<file path="config.mk">
export PLATFORM = sky130hd
export DESIGN_NAME = exc_ctrl
export DESIGN_NICKNAME = d
export VERILOG_FILES = /design/src/rtl/exc_pkg.sv /design/src/rtl/exc_arbiter.sv /design/src/rtl/exc_flush.sv /design/src/rtl/exc_fsm.sv /design/src/rtl/exc_regs.sv /design/src/rtl/exc_ctrl.sv
export SDC_FILE = /design/constraint.sdc
export NUM_CORES = 1
export LEC_CHECK = 0
export BUFFER_PORTS_ARGS = -buffer_cell sky130_fd_sc_hd__buf_2
export CAP_MARGIN = 40
export CORE_AREA = 4 4 108 110
export CTS_BUF_LIST = sky130_fd_sc_hd__clkbuf_8
export CTS_CLUSTER_SIZE = 14
export DETAILED_ROUTE_END_ITERATION = 16
export DIE_AREA = 0 0 112 114
export PLACE_DENSITY = 0.57
export RECOVER_POWER = 25
export SLEW_MARGIN = 25
export SYNTH_ARGS = -nofsm -noshare
export SYNTH_HDL_FRONTEND = slang
export SYNTH_SLANG_ARGS = --single-unit
</file>
<file path="constraint.sdc">
create_clock -name clk -period 4 [get_ports clk]
set_input_delay 0.2 -clock clk [delete_from_list [all_inputs] [get_ports clk]]
set_output_delay 0.2 -clock clk [all_outputs]
set_load 0.1 [all_outputs]
</file>
<file path="src/rtl/exc_pkg.sv">
package exc_pkg;

    typedef enum logic {
        ST_RUN     = 1'b0,
        ST_HANDLER = 1'b1
    } exc_state_e;

    typedef enum logic {
        CAUSE_UNDEF = 1'b0,
        CAUSE_OVF   = 1'b1
    } exc_cause_e;

    localparam int STG_IF  = 0;
    localparam int STG_ID  = 1;
    localparam int STG_EX  = 2;
    localparam int STG_MEM = 3;
    localparam int STG_WB  = 4;
    localparam int NSTG    = 5;

endpackage

</file>
<file path="src/rtl/exc_arbiter.sv">
module exc_arbiter
    import exc_pkg::*;
#(
    parameter int XLEN = 32
) (
    input  logic            id_valid_i,
    input  logic            id_undef_i,
    input  logic [XLEN-1:0] id_pc_i,
    input  logic            ex_valid_i,
    input  logic            ex_ovf_i,
    input  logic [XLEN-1:0] ex_pc_i,
    output logic            take_o,
    output logic            from_ex_o,
    output exc_cause_e      cause_o,
    output logic [XLEN-1:0] fault_pc_o
);
    logic ex_hit;
    logic id_hit;

    assign ex_hit = ex_valid_i & ex_ovf_i;
    assign id_hit = id_valid_i & id_undef_i;

    // Execute holds the older instruction, so it is examined first.
    always_comb begin
        take_o     = 1'b0;
        from_ex_o  = 1'b0;
        cause_o    = CAUSE_UNDEF;
        fault_pc_o = '0;
        if (ex_hit) begin
            take_o     = 1'b1;
            from_ex_o  = 1'b1;
            cause_o    = CAUSE_OVF;
            fault_pc_o = ex_pc_i;
        end else if (id_hit) begin
            take_o     = 1'b1;
            cause_o    = CAUSE_UNDEF;
            fault_pc_o = id_pc_i;
        end
    end
endmodule

</file>
<file path="src/rtl/exc_flush.sv">
module exc_flush
    import exc_pkg::*;
#(
    parameter int STAGES = NSTG
) (
    input  logic              take_i,
    input  logic              from_ex_i,
    input  logic              eret_go_i,
    output logic [STAGES-1:0] flush_o
);
    for (genvar s = 0; s < STAGES; s++) begin : g_stage
        if (s < STG_EX) begin : g_young
            if (s == STG_IF) begin : g_fetch
                assign flush_o[s] = take_i | eret_go_i;
            end else begin : g_dec
                assign flush_o[s] = take_i;
            end
        end else if (s == STG_EX) begin : g_exec
            assign flush_o[s] = take_i & from_ex_i;
        end else begin : g_old
            assign flush_o[s] = 1'b0;
        end
    end
endmodule

</file>
<file path="src/rtl/exc_fsm.sv">
module exc_fsm
    import exc_pkg::*;
(
    input  logic clk,
    input  logic rst_n,
    input  logic take_i,
    input  logic eret_i,
    output logic eret_go_o,
    output logic pending_o
);
    exc_state_e state_q;
    exc_state_e state_d;

    always_ff @(posedge clk) begin
        if (!rst_n) state_q <= ST_RUN;
        else        state_q <= state_d;
    end

    always_comb begin
        state_d   = state_q;
        eret_go_o = 1'b0;
        unique case (state_q)
            ST_RUN: begin
                if (take_i) state_d = ST_HANDLER;
            end
            ST_HANDLER: begin
                if (take_i) begin
                    state_d = ST_HANDLER;
                end else if (eret_i) begin
                    eret_go_o = 1'b1;
                    state_d   = ST_RUN;
                end
            end
            default: state_d = ST_RUN;
        endcase
    end

    assign pending_o = (state_q == ST_HANDLER);
endmodule

</file>
<file path="src/rtl/exc_regs.sv">
module exc_regs
    import exc_pkg::*;
#(
    parameter int XLEN       = 32,
    parameter int INSN_BYTES = 4
) (
    input  logic            clk,
    input  logic            rst_n,
    input  logic            take_i,
    input  exc_cause_e      cause_i,
    input  logic [XLEN-1:0] fault_pc_i,
    output logic [XLEN-1:0] epc_o,
    output logic            cause_o
);
    localparam logic [XLEN-1:0] STEP = XLEN'(INSN_BYTES);

    always_ff @(posedge clk) begin
        if (!rst_n) begin
            epc_o   <= '0;
            cause_o <= 1'b0;
        end else if (take_i) begin
            epc_o   <= fault_pc_i + STEP;
            cause_o <= cause_i;
        end
    end
endmodule

</file>
<file path="src/rtl/exc_ctrl.sv">
module exc_ctrl
    import exc_pkg::*;
#(
    parameter int              XLEN       = 32,
    parameter int              INSN_BYTES = 4,
    parameter logic [XLEN-1:0] VECTOR     = 32'h8000_0180
) (
    input  logic            clk,
    input  logic            rst_n,
    input  logic            id_valid_i,
    input  logic            id_undef_i,
    input  logic [XLEN-1:0] id_pc_i,
    input  logic            ex_valid_i,
    input  logic            ex_ovf_i,
    input  logic [XLEN-1:0] ex_pc_i,
    input  logic            eret_i,
    output logic [NSTG-1:0] flush_o,
    output logic            redirect_valid_o,
    output logic [XLEN-1:0] redirect_pc_o,
    output logic [XLEN-1:0] epc_o,
    output logic            cause_o,
    output logic            pending_o
);
    localparam logic [XLEN-1:0] STEP = XLEN'(INSN_BYTES);

    logic            take;
    logic            from_ex;
    exc_cause_e      sel_cause;
    logic [XLEN-1:0] fault_pc;
    logic            eret_go;

    exc_arbiter #(.XLEN(XLEN)) u_arb (
        .id_valid_i (id_valid_i),
        .id_undef_i (id_undef_i),
        .id_pc_i    (id_pc_i),
        .ex_valid_i (ex_valid_i),
        .ex_ovf_i   (ex_ovf_i),
        .ex_pc_i    (ex_pc_i),
        .take_o     (take),
        .from_ex_o  (from_ex),
        .cause_o    (sel_cause),
        .fault_pc_o (fault_pc)
    );

    exc_fsm u_fsm (
        .clk       (clk),
        .rst_n     (rst_n),
        .take_i    (take),
        .eret_i    (eret_i),
        .eret_go_o (eret_go),
        .pending_o (pending_o)
    );

    exc_regs #(.XLEN(XLEN), .INSN_BYTES(INSN_BYTES)) u_regs (
        .clk        (clk),
        .rst_n      (rst_n),
        .take_i     (take),
        .cause_i    (sel_cause),
        .fault_pc_i (fault_pc),
        .epc_o      (epc_o),
        .cause_o    (cause_o)
    );

    exc_flush #(.STAGES(NSTG)) u_flush (
        .take_i    (take),
        .from_ex_i (from_ex),
        .eret_go_i (eret_go),
        .flush_o   (flush_o)
    );

    always_comb begin
        redirect_valid_o = take | eret_go;
        redirect_pc_o    = take ? VECTOR : (epc_o - STEP);
    end
endmodule

</file>
# == Word-level counts from Yosys, hierarchy flattened ==
# Index checks and enable logic that the tools add are counted.
# op_classes
n_mux,13
bitwise,5
addsub,2
# ops
operator,count
2-to-1 mux 32 bit,3
adder 32 x 3 -> 32 bit (second input constant),1
subtractor 32 x 3 -> 32 bit (second input constant),1
2-to-1 mux 1 bit,9
bitwise AND 1 bit,3
case mux 1 bit (2 select lines),1
inverter 1 bit,1
bitwise OR 1 bit,1
# word_totals
wordCells,23
register_bits,34
output_inout_bits,72
input_bits,71

# == Logic depth before layout (Yosys ltp) ==
# Gate-level depths: netlist of the first run.
# logic_depth
depth_word,6
depth_mapped,16
depth_no_buf,11

# == Hierarchy ==
# A second synthesis of the first run with hierarchy kept.
# unflattened
hier_cells,468
area_unflattened_um2,3269.4
# modules_own_cells
mod,area_per_inst_um2,seq_area_each_um2,cells_per_inst,instances
exc_regs,1736.7,660.6,209,1
exc_ctrl,834.6,0.0,129,1
exc_arbiter,618.1,0.0,119,1
exc_fsm,41.3,20.0,5,1
exc_flush,38.8,0.0,6,1

# == Worst setup path before layout of the first run ==
# OpenSTA, ideal clock, no wires.
# synth_timing
path_type,register to output
start,register u_regs.epc_o[2]
end,output port redirect_pc_o[14]
required_time_ns,3.800
path_stages_with_launch,8
arrival_ns,3.945
n_path_buf,1
path_slack_ns,-0.145
path_cell_list,dfxtp_1 -> inv_1 -> ha_1 -> or4b_1 -> clkbuf_1 -> or4_1 -> or3_1 -> a21oi_1
# synth_between
elab_chain_len,2
# synth_lines
element,line_no,text
from (decl),exc_regs.sv:12,"output logic [XLEN-1:0] epc_o,"
from (signal assigned),exc_regs.sv:22,epc_o <= fault_pc_i + STEP;
subtractor 32 x 3 -> 32 bit,exc_ctrl.sv:73,redirect_pc_o = take ? VECTOR : (epc_o - STEP);
2-to-1 mux 32 bit,exc_ctrl.sv:73,
to (decl),exc_ctrl.sv:19,"output logic [XLEN-1:0] redirect_pc_o,"
# Every way passes these cells.

# == Final worst setup path of the first run ==
# layout_timing
start,input port ex_ovf_i
end,register u_regs.epc_o[28]
# layout_between
elab_chain_len,3
elab_cells_between_ends,4
cone_classes,add/sub: 1; mux: 2; bitwise: 1
# layout_lines
element,line_no,text
from (decl),exc_ctrl.sv:14,"input logic ex_ovf_i,"
bitwise AND 1 bit (*),exc_arbiter.sv:20,assign ex_hit = ex_valid_i & ex_ovf_i;
2-to-1 mux 32 bit,exc_arbiter.sv:29,if (ex_hit) begin
adder 32 x 3 -> 32 bit,exc_regs.sv:22,
# Mark *: on every way between the ends. The rest lies on a longest branch, timed or not.
# A chain may end at the register's enable or synchronous reset.

==> results_tabular.tex, run 1 <==
\begin{tabular}{lr}
\hline
Metric & Value \\
\hline
\multicolumn{2}{l}{\textbf{Synthesis}} \\
Sequential element share of the synthesized area & 21.4\% \\
Netlist Area Pre-Place & 0.00318 sq mm \\
Post-synth top flop & dfxtp\_1 \\
Average cell area after synthesis & 7.17 sq um \\
Post-synth ARST share & 0\% \\
Synthesized instance count & 443 \\
Flops \& latches, synth & 34 \\
Post-synth EDFFs & 0 \\
Number of unique standard cell types used by synthesis & 65 \\
Count of yosys warnings during synthesis & 0 \\
\multicolumn{2}{l}{\textbf{STA}} \\
Hold WS & 0.174 ns \\
Final setup viols & 0 \\
Unrepaired setup endpoints after global routing & no \\
Post-route clock period utilization & 79.2\% \\
Setup TNS & 0 ns \\
Max-Slew Margin vs Limit & 15.7\% \\
Fmax achieved & 0.316 GHz \\
Worst clock skew & 0 ns \\
Least setup slack across all paths after layout & 0.832 ns \\
Final worst path period need & 3.17 ns \\
Transition at the pin with the smallest max-transition slack & 1.26 ns \\
Total count of hold-check failures in the final report & 0 \\
Max-slew violation count & 0 \\
\multicolumn{2}{l}{\textbf{GRT}} \\
Via count of the first global-routing pass & 3,528 \\
First-pass GRT wire length & 18.6 mm \\
Pin count of the biggest net entering global routing & 30 \\
Final global-route overflow total & 0 \\
Initial antenna violation count & 0 \\
Total Routing Usage GR & 17.7\% \\
\multicolumn{2}{l}{\textbf{Worst setup path}} \\
Data required time of the critical path & 4.19 ns \\
Critical path startpoint category & input port \\
Reg-to-reg startpoint & u\_regs.epc\_o[28] \\
WS Path Type & input port to flop \\
Critical path fanouts, max & 21 \\
Element type at the critical path end & flop \\
Launching instance or port of the critical path & ex\_ovf\_i \\
Data arrival time of the critical path & 3.36 ns \\
\multicolumn{2}{l}{\textbf{Layout}} \\
Area delta synth->final & 39.6\% \\
Diode count & 0 \\
\# fillers & 1,159 \\
Total area of sequential cells & 681 sq um \\
Fraction of layout cells with a size suffix above 1 & 27.2\% \\
Final non-filler cell area & 0.00443 sq mm \\
Combined area of the multi-input logic cells & 0.00230 sq mm \\
Number of nets in the layout & 641 \\
\multicolumn{2}{l}{\textbf{Routing}} \\
DR vias/cell & 5.39 \\
Remaining number of nets flagged by the antenna check after routing & 0 \\
Drt total wl & 11.9 mm \\
TritonRoute pass-1 iters & 5 \\
Detailed-route wire length per cell & 16.8 um \\
Total number of vias & 3,825 \\
Number of DRC markers in iteration 0 & 238 \\
Post-route DRC & 0 \\
\multicolumn{2}{l}{\textbf{Clocking}} \\
Root buffer cell & clkbuf\_8 \\
Number of buffers inserted by post-CTS setup repair & 0 \\
Total of cells resized after clock tree synthesis & 0 \\
Clock slew at reported path FFs & 0.07 ns \\
CTS sink cnt & 34 \\
Number of buffers on the longest clock path & 2 \\
Number of buffers inserted during clock tree synthesis & 5 \\
Hold bufs inserted after CTS & 0 \\
Insertion delay to the later sink of the worst-skew pair & 0.28 ns \\
CTS tree & done \\
Total number of H-tree levels & 2 \\
\multicolumn{2}{l}{\textbf{Power and ir drop}} \\
Max IR drop VDD & 0.140 mV \\
Power per cell area & 369 mW/mm\^{}2 \\
Design Power & 1.64 mW \\
Leakage & 1.76 nW \\
\multicolumn{2}{l}{\textbf{Run status}} \\
Result of the run & completed \\
\multicolumn{2}{l}{\textbf{Floorplan}} \\
Row count & 38 \\
Die Footprint & 0.0128 sq mm \\
Starting Density & 29.7\% \\
Top-level port count & 143 \\
Die boundary width & 112 um \\
Core footprint & 0.0107 sq mm \\
Die Y-Extent & 114 um \\
\multicolumn{2}{l}{\textbf{Placed design}} \\
Placed cell areas & 0.00435 sq mm \\
Routability congestion estimate from global placement & 0.908 \\
Number of buffers inserted by port buffering & 140 \\
Half-perimeter wire length of the detailed placement result & 9.53 mm \\
Worst slack at placement & 0.807 ns \\
\multicolumn{2}{l}{\textbf{Worst hold path}} \\
Hold Crit Start & id\_pc\_i[0] \\
HP Class & input port to flop \\
\multicolumn{2}{l}{\textbf{Job}} \\
Maxcap violations & 0 \\
\hline
\end{tabular}
==> layout by cell type (no fill, tap or decap), types with 10 or more instances in the layout <==
| master | instances |
|---|---|
| o21ai_0 | 23 |
| a21oi_1 | 28 |
| nor3_1 | 13 |
| dfxtp_1 | 34 |
| nand3_1 | 31 |
| xor2_1 | 11 |
| nand2_1 | 58 |
| and3_1 | 10 |
| nand4_1 | 26 |
| buf_12 | 27 |
| clkbuf_1 | 25 |
| nor2_1 | 41 |
| buf_2 | 91 |
| xnor2_1 | 28 |
==> routing by layer <==
metal | share of wire [%] | global-route usage [%] | wire length [um] | vias to the layer above
met1 | 47 | 25.2 | 5560 | 1714
met5 | 0 | 0 | 0 | -
li1 | - | - | - | 1887
met3 | 7.5 | 2.18 | 898 | 21
met4 | 1.6 | 4.41 | 187 | 0
met2 | 44 | 28.4 | 5270 | 203
==> final timing paths <==
kind	slack [ns]	cells past startpoint	to
setup / recovery	0.83	11	u_regs.epc_o[28]
hold / removal	0.17	3	u_regs.epc_o[0]
setup reg to reg	2.96	4	u_regs.epc_o[28]
hold reg to reg	0.49	2	u_fsm.pending_o
==> worst max-delay path: stages <==
cell	delay [ns]
buf_2	0.33
nand2_1	0.12
inv_1	0.54
a22o_1	0.28
ha_1	0.24
and2_1	0.17
a32oi_2	0.11
or4b_4	0.62
nor4_4	0.37
nand2_1	0.10
a311oi_1	0.27
==> kinds of logic (layout without fill, tap and decap cells) <==
family,count (synthesis),in the layout,synth area share (%)
compound gates,103,103,21.6
xor+xnor,39,39,10.8
fa+ha+maj,2,2,0.788
buf+inv,40,165,6.73
flops,34,34,21.4
mux,3,3,0.945
other cells,1,2,0.118
simple gates,221,221,37.7
==> layout make-up <==
| class | instances | area share [%] |
|---|---|---|
| repair buffers | 152 | 26.4 |
| inverters | 5 | 0.423 |
| clock buffers | 6 | 1.86 |
| flip-flops and latches | 34 | 15.3 |
| well taps | 140 | 3.95 |
| multi-input cells | 370 | 51.8 |
| clock inverters | 2 | 0.198 |
==> registers in the layout (all words and copies together), names as in the netlist <==
register	cells
u_regs.epc_o	32
u_regs.cause_o	1
u_fsm.pending_o	1
==> cell usage after synthesis (5+ instances only) <==
| master | instances | share of area (%) |
|---|---|---|
| or3_1 | 8 | 1.6 |
| a22oi_1 | 8 | 1.9 |
| nand4_1 | 26 | 5.1 |
| xnor2_1 | 28 | 7.7 |
| xor2_1 | 11 | 3.0 |
| buf_2 | 9 | 1.4 |
| clkbuf_1 | 14 | 1.7 |
| nor3_1 | 13 | 2.0 |
| nor4_1 | 6 | 1.2 |
| o21ai_0 | 23 | 3.6 |
| a311oi_1 | 5 | 1.4 |
| nor2_1 | 42 | 5.0 |
| nand3_1 | 31 | 4.9 |
| dfxtp_1 | 34 | 21 |
| nand2_1 | 58 | 6.9 |
| and3_1 | 10 | 2.0 |
| buf_4 | 6 | 1.4 |
| a21oi_1 | 30 | 4.7 |
==> per-stage QoR <==
step                      utilization [%]  cells
after floorplan                         -    444
after global placement               40.7    699
after detailed placement             40.7    699
after CTS                            41.5    707
after global routing                 41.5    709
final                                41.5    709
==> report_power, final <==
group / switching, mW / total [mW] / leakage, nW / internal [mW]
sequential: 0.0390 / 0.402 / 0.280 / 0.363
combinational: 0.709 / 0.971 / 1.43 / 0.262
clock: 0.127 / 0.264 / 0.0524 / 0.136
total: 0.875 / 1.64 / 1.76 / 0.761
No activity file was read; power rests on OpenSTA's default activity.
==> run 2: changes to the inputs <==
Settings changed: PLACE_DENSITY 0.57 to 0.59.
Clock period 4 ns to 2.8 ns, I/O delays scaled along.
==> run 2 against run 1 <==
Non-clock buffer count increased by 11. Highest routed layer unchanged. Final cell count is 1.6% higher. Worst hold slack worse by 0.053 ns. Clock power is 43% higher. Global-route usage shrank 0.12 points. Power increased by 50%. Critical path type is now flop to output port. Via count increased by 2.7%.
==> results_tabular.tex, run 2 (synthesis gave the netlist of run 1 again) <==
\begin{tabular}{lr}
\hline
Metric & Value \\
\hline
\multicolumn{2}{l}{\textbf{Clocking}} \\
CTS tree & done (unchanged) \\
Number of buffers on the longest clock path & 2 (unchanged) \\
Clock slew at reported path FFs & 0.08 ns (was 0.07 ns) \\
CTS sink cnt & 34 (unchanged) \\
Total number of H-tree levels & 2 (unchanged) \\
Hold bufs inserted after CTS & 0 (unchanged) \\
Number of buffers inserted during clock tree synthesis & 5 (unchanged) \\
Root buffer cell & clkbuf\_8 (unchanged) \\
Insertion delay to the later sink of the worst-skew pair & 0.27 ns (was 0.28 ns) \\
\multicolumn{2}{l}{\textbf{Worst setup path}} \\
Element type at the critical path end & output port (was flop) \\
Reg-to-reg startpoint & u\_regs.epc\_o[28] (unchanged) \\
WS Path Type & flop to output port (was input port to flop) \\
Critical path fanouts, max & 8 (was 21) \\
Maximum cell stage delay along the critical path & 0.67 ns (was 0.62 ns) \\
Launching instance or port of the critical path & u\_regs.epc\_o[7] (was ex\_ovf\_i) \\
Data required time of the critical path & 2.66 ns (was 4.19 ns) \\
Critical path startpoint category & flop (was input port) \\
Data arrival time of the critical path & 2.61 ns (was 3.36 ns) \\
Cell Chain, Critical Path & or4\_1 > or4\_4 > or3\_4 > a21oi\_4 > buf\_12 (was buf\_2 > nand2\_1 > inv\_1 > a22o\_1 > ha\_1 > and2\_1 > a32oi\_2 > or4b\_4 > nor4\_4 > nand2\_1 > a311oi\_1) \\
Crit path max-delay cell type & or4\_1 (was or4b\_4) \\
\multicolumn{2}{l}{\textbf{Run status}} \\
Result of the run & completed (unchanged) \\
\multicolumn{2}{l}{\textbf{Layout}} \\
Final non-filler cell area & 0.00482 sq mm (was 0.00443 sq mm) \\
Top register by number of flip-flops & u\_regs.epc\_o (unchanged) \\
Area delta synth->final & 51.8\% (was 39.6\%) \\
Fraction of layout cells with a size suffix above 1 & 38.3\% (was 27.2\%) \\
\# fillers & 1,083 (was 1,159) \\
Diode count & 0 (unchanged) \\
Flip-flop count of the largest register after layout & 32 (unchanged) \\
Non-filler cells, final & 720 (was 709) \\
Most frequent standard cell in the layout excluding fill and tap cells & buf\_2 (unchanged) \\
Layout Utilization & 45.1\% (was 41.5\%) \\
Number of nets in the layout & 652 (was 641) \\
Top library cells by usage in the layout, fill and taps aside & buf\_2, nand2\_1, buf\_12, nand3\_1, xnor2\_1 (was buf\_2, nand2\_1, nor2\_1, dfxtp\_1, nand3\_1) \\
\multicolumn{2}{l}{\textbf{Routing}} \\
DR vias/cell & 5.46 (was 5.39) \\
Drt total wl & 11.8 mm (was 11.9 mm) \\
Detailed-route wire length per cell & 16.4 um (was 16.8 um) \\
Total number of vias & 3,930 (was 3,825) \\
Remaining number of nets flagged by the antenna check after routing & 0 (unchanged) \\
Number of DRC markers in iteration 0 & 253 (was 238) \\
Post-route DRC & 0 (unchanged) \\
TritonRoute pass-1 iters & 5 (unchanged) \\
\multicolumn{2}{l}{\textbf{GRT}} \\
GR Util met2 & 28.3\% (was 28.4\%) \\
Met1 global-route usage & 25.3\% (was 25.2\%) \\
Via count of the first global-routing pass & 3,560 (was 3,528) \\
Met3 track demand over resource & 1.59\% (was 2.18\%) \\
Total Routing Usage GR & 17.5\% (was 17.7\%) \\
Pin count of the biggest net entering global routing & 36 (was 30) \\
First-pass GRT wire length & 18.6 mm (about the same) \\
Final global-route overflow total & 0 (unchanged) \\
Initial antenna violation count & 0 (unchanged) \\
GR peak layer & met2 (unchanged) \\
\multicolumn{2}{l}{\textbf{Floorplan}} \\
Die Footprint & 0.0128 sq mm (unchanged) \\
Core footprint & 0.0107 sq mm (unchanged) \\
Top-level port count & 143 (unchanged) \\
Die boundary width & 112 um (unchanged) \\
Starting Density & 29.7\% (unchanged) \\
Row count & 38 (unchanged) \\
Die Y-Extent & 114 um (unchanged) \\
\multicolumn{2}{l}{\textbf{Placed design}} \\
Number of buffers inserted by port buffering & 140 (unchanged) \\
Worst slack at placement & 0.0743 ns (was 0.807 ns) \\
Placed cell areas & 0.00470 sq mm (was 0.00435 sq mm) \\
Total instance count after detailed placement & 710 (was 699) \\
Routability congestion estimate from global placement & 0.886 (was 0.908) \\
Half-perimeter wire length of the detailed placement result & 9.60 mm (was 9.53 mm) \\
\multicolumn{2}{l}{\textbf{Worst hold path}} \\
HP Class & input port to flop (unchanged) \\
Hold Crit Start & id\_pc\_i[0] (unchanged) \\
\multicolumn{2}{l}{\textbf{STA}} \\
Final setup viols & 0 (unchanged) \\
Setup TNS & 0 ns (unchanged) \\
Fmax achieved & 0.363 GHz \\
Max-slew violation count & 0 (unchanged) \\
Hold WS & 0.121 ns (was 0.174 ns) \\
Unrepaired setup endpoints after global routing & yes (was no) \\
Post-route clock period utilization & 98.3\% \\
Total count of hold-check failures in the final report & 0 (unchanged) \\
Least setup slack across all paths after layout & 0.0475 ns (was 0.832 ns) \\
Final worst path period need & 2.75 ns \\
Transition at the pin with the smallest max-transition slack & 1.21 ns (was 1.26 ns) \\
Worst clock skew & 0 ns (unchanged) \\
Max-Slew Margin vs Limit & 19.7\% (was 15.7\%) \\
\multicolumn{2}{l}{\textbf{Job}} \\
Maxcap violations & 0 (unchanged) \\
\multicolumn{2}{l}{\textbf{Power and ir drop}} \\
Leakage & 1.88 nW (was 1.76 nW) \\
Max IR drop VDD & 0.212 mV (was 0.140 mV) \\
Power per cell area & 509 mW/mm\^{}2 (was 369 mW/mm\^{}2) \\
Design Power & 2.45 mW (was 1.64 mW) \\
\hline
\end{tabular}
run 2: changes by cell type in the layout (fill, tap and decap cells not counted), moves of 8 or more:
cell	previous run	this run
dfxtp_2	0	11
nor2_4	0	8
nor2_2	1	9
buf_4	7	23
dfxtp_1	34	21
nor2_1	41	25
run 2: worst max-delay path: cells and delay by family, from the launching register on:
family | cells | cell delay, ns
DFF | 1 | 0.37
AOI/OAI and AO/OA | 1 | 0.16
buffers and inverters | 1 | 0.19
and+or+nand+nor | 3 | 1.60
run 2: routing by layer:
layer	wire length, um	vias up
met5	0	-
met1	5510	1848
met3	633	16
met2	5480	161
li1	-	1905
met4	176	0
run 2: final timing paths:
path                                          end  slack [ns]  cells past startpoint
worst min-delay path              u_regs.epc_o[0]        0.12                      3
worst min register to register    u_regs.epc_o[6]        0.49                      2
worst max-delay path            redirect_pc_o[14]        0.05                      5
worst max register to register   u_regs.epc_o[28]        1.82                      4
run 2: report_power, final:
| part | internal [mW] | leakage (nW) | switching [mW] |
|---|---|---|---|
| sequential | 0.521 | 0.286 | 0.0573 |
| clock | 0.195 | 0.0524 | 0.182 |
| combinational | 0.450 | 1.54 | 1.05 |
| total | 1.17 | 1.88 | 1.29 |
run 2: timing repair:
item | CTS | global route
gates resized for setup | 2 | 6
setup endpoints to repair | 4 | 9
setup buffers | 0 | 2
pin swaps | 0 | 1
run 2: final cells by class:
type | instances | area (sq um) | area share (%)
inverters | 5 | 18.8 | 0.389
well taps | 140 | 175 | 3.63
clock buffers | 6 | 82.6 | 1.71
flip-flops and latches | 34 | 702 | 14.6
multi-input cells | 370 | 2490 | 51.7
clock inverters | 2 | 8.76 | 0.182
repair buffers | 163 | 1340 | 27.8
==> run 3: changes to the inputs <==
--- a/config.mk
+++ b/config.mk
@@ -8,13 +8,14 @@
 export BUFFER_PORTS_ARGS = -buffer_cell sky130_fd_sc_hd__buf_2
 export CAP_MARGIN = 40
-export CORE_AREA = 4 4 108 110
+export CORE_AREA = 4 4 110 112
 export CTS_BUF_LIST = sky130_fd_sc_hd__clkbuf_8
 export CTS_CLUSTER_SIZE = 14
 export DETAILED_ROUTE_END_ITERATION = 16
-export DIE_AREA = 0 0 112 114
-export PLACE_DENSITY = 0.59
+export DIE_AREA = 0 0 114 116
+export PLACE_DENSITY = 0.58
 export RECOVER_POWER = 25
 export SLEW_MARGIN = 25
 export SYNTH_ARGS = -nofsm -noshare
 export SYNTH_HDL_FRONTEND = slang
+export SYNTH_HIERARCHICAL = 1
 export SYNTH_SLANG_ARGS = --single-unit
==> constraint.sdc (replaced) <==
create_clock -name clk -period 2.8 [get_ports clk]
set_input_delay 0.42 -clock clk [delete_from_list [all_inputs] [get_ports clk]]
set_output_delay 0.42 -clock clk [all_outputs]
set_load 0.1 [all_outputs]
==> run 3 against run 2 <==
Utilization grew 0.91 points. Critical endpoint is now redirect_pc_o[25]. Clock power fell by 8.2%. Final cell count rose by 6.3%. First-iteration DRC count is 41% lower. Global-route usage shrank 0.15 points. Combinational power is 5% higher. Via count up 5.0%. Wire length grew 3.4%. Sequential share of layout area shrank 0.54 points. Non-clock buffer count grew 27.
==> results_tabular.tex, run 3 <==
\begin{tabular}{lr}
\hline
Metric & Value \\
\hline
\multicolumn{2}{l}{\textbf{Routing}} \\
Post-route DRC & 0 (unchanged) \\
TritonRoute pass-1 iters & 6 (was 5) \\
DR vias/cell & 5.39 (was 5.46) \\
Detailed-route wire length per cell & 15.9 um (was 16.4 um) \\
Total number of vias & 4,125 (was 3,930) \\
Remaining number of nets flagged by the antenna check after routing & 0 (unchanged) \\
Number of DRC markers in iteration 0 & 149 (was 253) \\
Drt total wl & 12.2 mm (was 11.8 mm) \\
\multicolumn{2}{l}{\textbf{Clocking}} \\
Number of buffers on the longest clock path & 2 (unchanged) \\
CTS sink cnt & 34 (unchanged) \\
Root buffer cell & clkbuf\_8 (unchanged) \\
Insertion delay to the later sink of the worst-skew pair & 0.28 ns (was 0.27 ns) \\
Total number of H-tree levels & 2 (unchanged) \\
Number of buffers inserted during clock tree synthesis & 5 (unchanged) \\
Clock slew at reported path FFs & 0.07 ns (was 0.08 ns) \\
CTS tree & done (unchanged) \\
\multicolumn{2}{l}{\textbf{Floorplan}} \\
Die Y-Extent & 116 um (was 114 um) \\
Top-level port count & 143 (unchanged) \\
Die boundary width & 114 um (was 112 um) \\
Row count & 39 (was 38) \\
Core footprint & 0.0112 sq mm (was 0.0107 sq mm) \\
Starting Density & 29.1\% (was 29.7\%) \\
Die Footprint & 0.0132 sq mm (was 0.0128 sq mm) \\
\multicolumn{2}{l}{\textbf{GRT}} \\
Final global-route overflow total & 0 (unchanged) \\
First-pass GRT wire length & 19.2 mm (was 18.6 mm) \\
Initial antenna violation count & 0 (unchanged) \\
Via count of the first global-routing pass & 3,776 (was 3,560) \\
Pin count of the biggest net entering global routing & 30 (was 36) \\
Total Routing Usage GR & 17.4\% (was 17.5\%) \\
\multicolumn{2}{l}{\textbf{Power and ir drop}} \\
Design Power & 2.51 mW (was 2.45 mW) \\
Power per cell area & 487 mW/mm\^{}2 (was 509 mW/mm\^{}2) \\
Leakage & 1.90 nW (was 1.88 nW) \\
Max IR drop VDD & 0.229 mV (was 0.212 mV) \\
\multicolumn{2}{l}{\textbf{STA}} \\
Max-Slew Margin vs Limit & 18.8\% (was 19.7\%) \\
Hold WS & 0.487 ns (was 0.121 ns) \\
Unrepaired setup endpoints after global routing & yes (unchanged) \\
Worst clock skew & 0 ns (unchanged) \\
Transition at the pin with the smallest max-transition slack & 1.22 ns (was 1.21 ns) \\
Final worst path period need & 2.77 ns (was 2.75 ns) \\
Total count of hold-check failures in the final report & 0 (unchanged) \\
Fmax achieved & 0.361 GHz (was 0.363 GHz) \\
Post-route clock period utilization & 99.0\% (was 98.3\%) \\
Final setup viols & 0 (unchanged) \\
Setup TNS & 0 ns (unchanged) \\
Max-slew violation count & 0 (unchanged) \\
\multicolumn{2}{l}{\textbf{Synthesis}} \\
Flops \& latches, synth & 34 (unchanged) \\
Post-synth top flop & dfxtp\_1 (unchanged) \\
Post-synth ARST share & 0\% (unchanged) \\
Post-synth EDFFs & 0 (unchanged) \\
Share of Yosys cell area claimed by the top area cell type & 20.8\% (was 21.4\%) \\
Most frequent cells after synthesis & nand3\_1, dfxtp\_1, o21ai\_1 (was nand2\_1, nor2\_1, dfxtp\_1) \\
Top area cells in the synthesized netlist & dfxtp\_1, nand3\_1, o21ai\_1, or4\_1, o31ai\_1 (was dfxtp\_1, xnor2\_1, nand2\_1, nand4\_1, nor2\_1) \\
Netlist Area Pre-Place & 0.00327 sq mm (was 0.00318 sq mm) \\
Sequential element share of the synthesized area & 20.8\% (was 21.4\%) \\
Library cell occupying the most area in the post-synthesis netlist & dfxtp\_1 (unchanged) \\
Average cell area after synthesis & 6.99 sq um (was 7.17 sq um) \\
Count of yosys warnings during synthesis & 6 (was 0) \\
Number of unique standard cell types used by synthesis & 49 (was 65) \\
Synthesized instance count & 468 (was 443) \\
Most frequent cell after synthesis & nand3\_1 (was nand2\_1) \\
\multicolumn{2}{l}{\textbf{Layout}} \\
Most frequent standard cell in the layout excluding fill and tap cells & buf\_2 (unchanged) \\
Diode count & 0 (unchanged) \\
Top library cells by usage in the layout, fill and taps aside & buf\_2, nand3\_1, buf\_4, o21ai\_1, buf\_12 (was buf\_2, nand2\_1, buf\_12, nand3\_1, xnor2\_1) \\
Non-filler cells, final & 765 (was 720) \\
Flip-flop count of the largest register after layout & 32 (unchanged) \\
Fraction of layout cells with a size suffix above 1 & 42.3\% (was 38.3\%) \\
Top register by number of flip-flops & u\_regs/epc\_o (was u\_regs.epc\_o) \\
Area delta synth->final & 57.8\% (was 51.8\%) \\
Number of nets in the layout & 694 (was 652) \\
\multicolumn{2}{l}{\textbf{Placed design}} \\
Routability congestion estimate from global placement & 0.804 (was 0.886) \\
Half-perimeter wire length of the detailed placement result & 9.55 mm (was 9.60 mm) \\
Total instance count after detailed placement & 751 (was 710) \\
Number of buffers inserted by port buffering & 140 (unchanged) \\
\multicolumn{2}{l}{\textbf{Worst setup path}} \\
Data required time of the critical path & 2.38 ns (was 2.66 ns) \\
Reg-to-reg startpoint & u\_regs/epc\_o[27] (was u\_regs.epc\_o[28]) \\
Critical path startpoint category & flop (unchanged) \\
Critical path fanouts, max & 8 (unchanged) \\
Destination of the worst register-to-register timing path & u\_regs/epc\_o[27] (was u\_regs.epc\_o[28]) \\
Cell count of the worst reg-to-reg path & 2 (was 4) \\
Worst reg-to-reg setup slack & 1.96 ns (was 1.82 ns) \\
WS Path Type & flop to output port (unchanged) \\
Data arrival time of the critical path & 2.35 ns (was 2.61 ns) \\
Element type at the critical path end & output port (unchanged) \\
\multicolumn{2}{l}{\textbf{Worst hold path}} \\
Endpoint with the worst hold slack & u\_fsm/pending\_o (was u\_regs.epc\_o[0]) \\
Hold Crit Start & eret\_i (was id\_pc\_i[0]) \\
HP Class & input port to flop (unchanged) \\
Cell count of the worst hold path & 3 (unchanged) \\
\multicolumn{2}{l}{\textbf{Run status}} \\
Result of the run & completed (unchanged) \\
\multicolumn{2}{l}{\textbf{Job}} \\
Maxcap violations & 0 (unchanged) \\
\hline
\end{tabular}
run 3: cell types whose count changed after synthesis, moves of 7 or more:
cell / change
a31oi_1: +10
nand3_1: +43
xnor2_1: -17
and3_1: -8
a22oi_1: -8
nor2_1: -11
nand2_1: -42
o31ai_1: +18
nor2b_1: +7
nand4_1: -18
or4_1: +16
clkbuf_1: +11
nor4_1: +7
o21ai_1: +28
run 3: worst max-delay path by stage:
stage                          from                 to  slack (ns)  cells after the start
floorplan           u_regs/epc_o[3]  redirect_pc_o[30]       -0.12                      7
global placement    u_regs/epc_o[2]  redirect_pc_o[27]        0.07                      5
detailed placement         ex_ovf_i   u_regs/epc_o[28]        0.04                      8
CTS                 u_regs/epc_o[2]  redirect_pc_o[25]       0.006                      5
global route        u_regs/epc_o[2]  redirect_pc_o[19]       -0.03                      5
finish              u_regs/epc_o[2]  redirect_pc_o[25]        0.03                      5
run 3: report_power, final:
group	switching (mW)	internal [mW]	leakage [nW]
Sequential	0.0709	0.526	0.290
Combinational	1.09	0.480	1.57
Clock	0.178	0.167	0.0468
Total	1.34	1.17	1.90
run 3: area by class of cell:
class                           count  area, sq um
Clock inverter                      3         12.5
Tap cell                          143          179
Clock buffer                        5         68.8
Inverter                            5         18.8
Timing Repair Buffer              190         1500
Fill cell                        1148         6060
Sequential cell                    34          723
Multi-Input combinational cell    385         2660
run 3: timing repair:
item | in CTS | in global routing
hold buffers | 0 | 0
gates resized for setup | 13 | 10
gates cloned | 1 | 0
pin swaps | 4 | 5
setup endpoints to repair | 12 | 13
buffers inserted | 1 | 4
run 3: logic make-up after synthesis:
kind of cell             share of synthesized area, %
other                                           0.115
flip-flops                                       20.8
buffers and inverters                            8.04
AO/OA/AOI/OAI                                    22.2
multiplexers                                     2.91
AND/OR/NAND/NOR                                  39.2
XOR/XNOR                                         5.89
adder cells (fa/ha/maj)                         0.765
run 3: per-layer routing:
layer	share of wire, %	GRT usage [%]
met1	47	24.3
met5	0	0
met3	6.1	2.40
met4	0.70	3.17
met2	47	28.8
run 3: critical path, stage by stage (launching register included):
cell and delay, ns:
dfxtp_4 0.36, or4_4 0.55, or2_4 0.31, or4_4 0.50
a21oi_4 0.16, buf_12 0.19
run 3: stage by stage:
step / setup WS [ns] / util, % / instance area (sq um)
final: 0.0289 / 46.0 / 5160
after detailed placement: 0.0447 / 44.2 / 4970
after floorplan: -0.121 / - / 3560
after global routing: -0.0310 / 46.0 / 5160
after global placement: 0.0741 / 44.2 / 4970
after CTS: 0.00638 / 45.5 / 5110
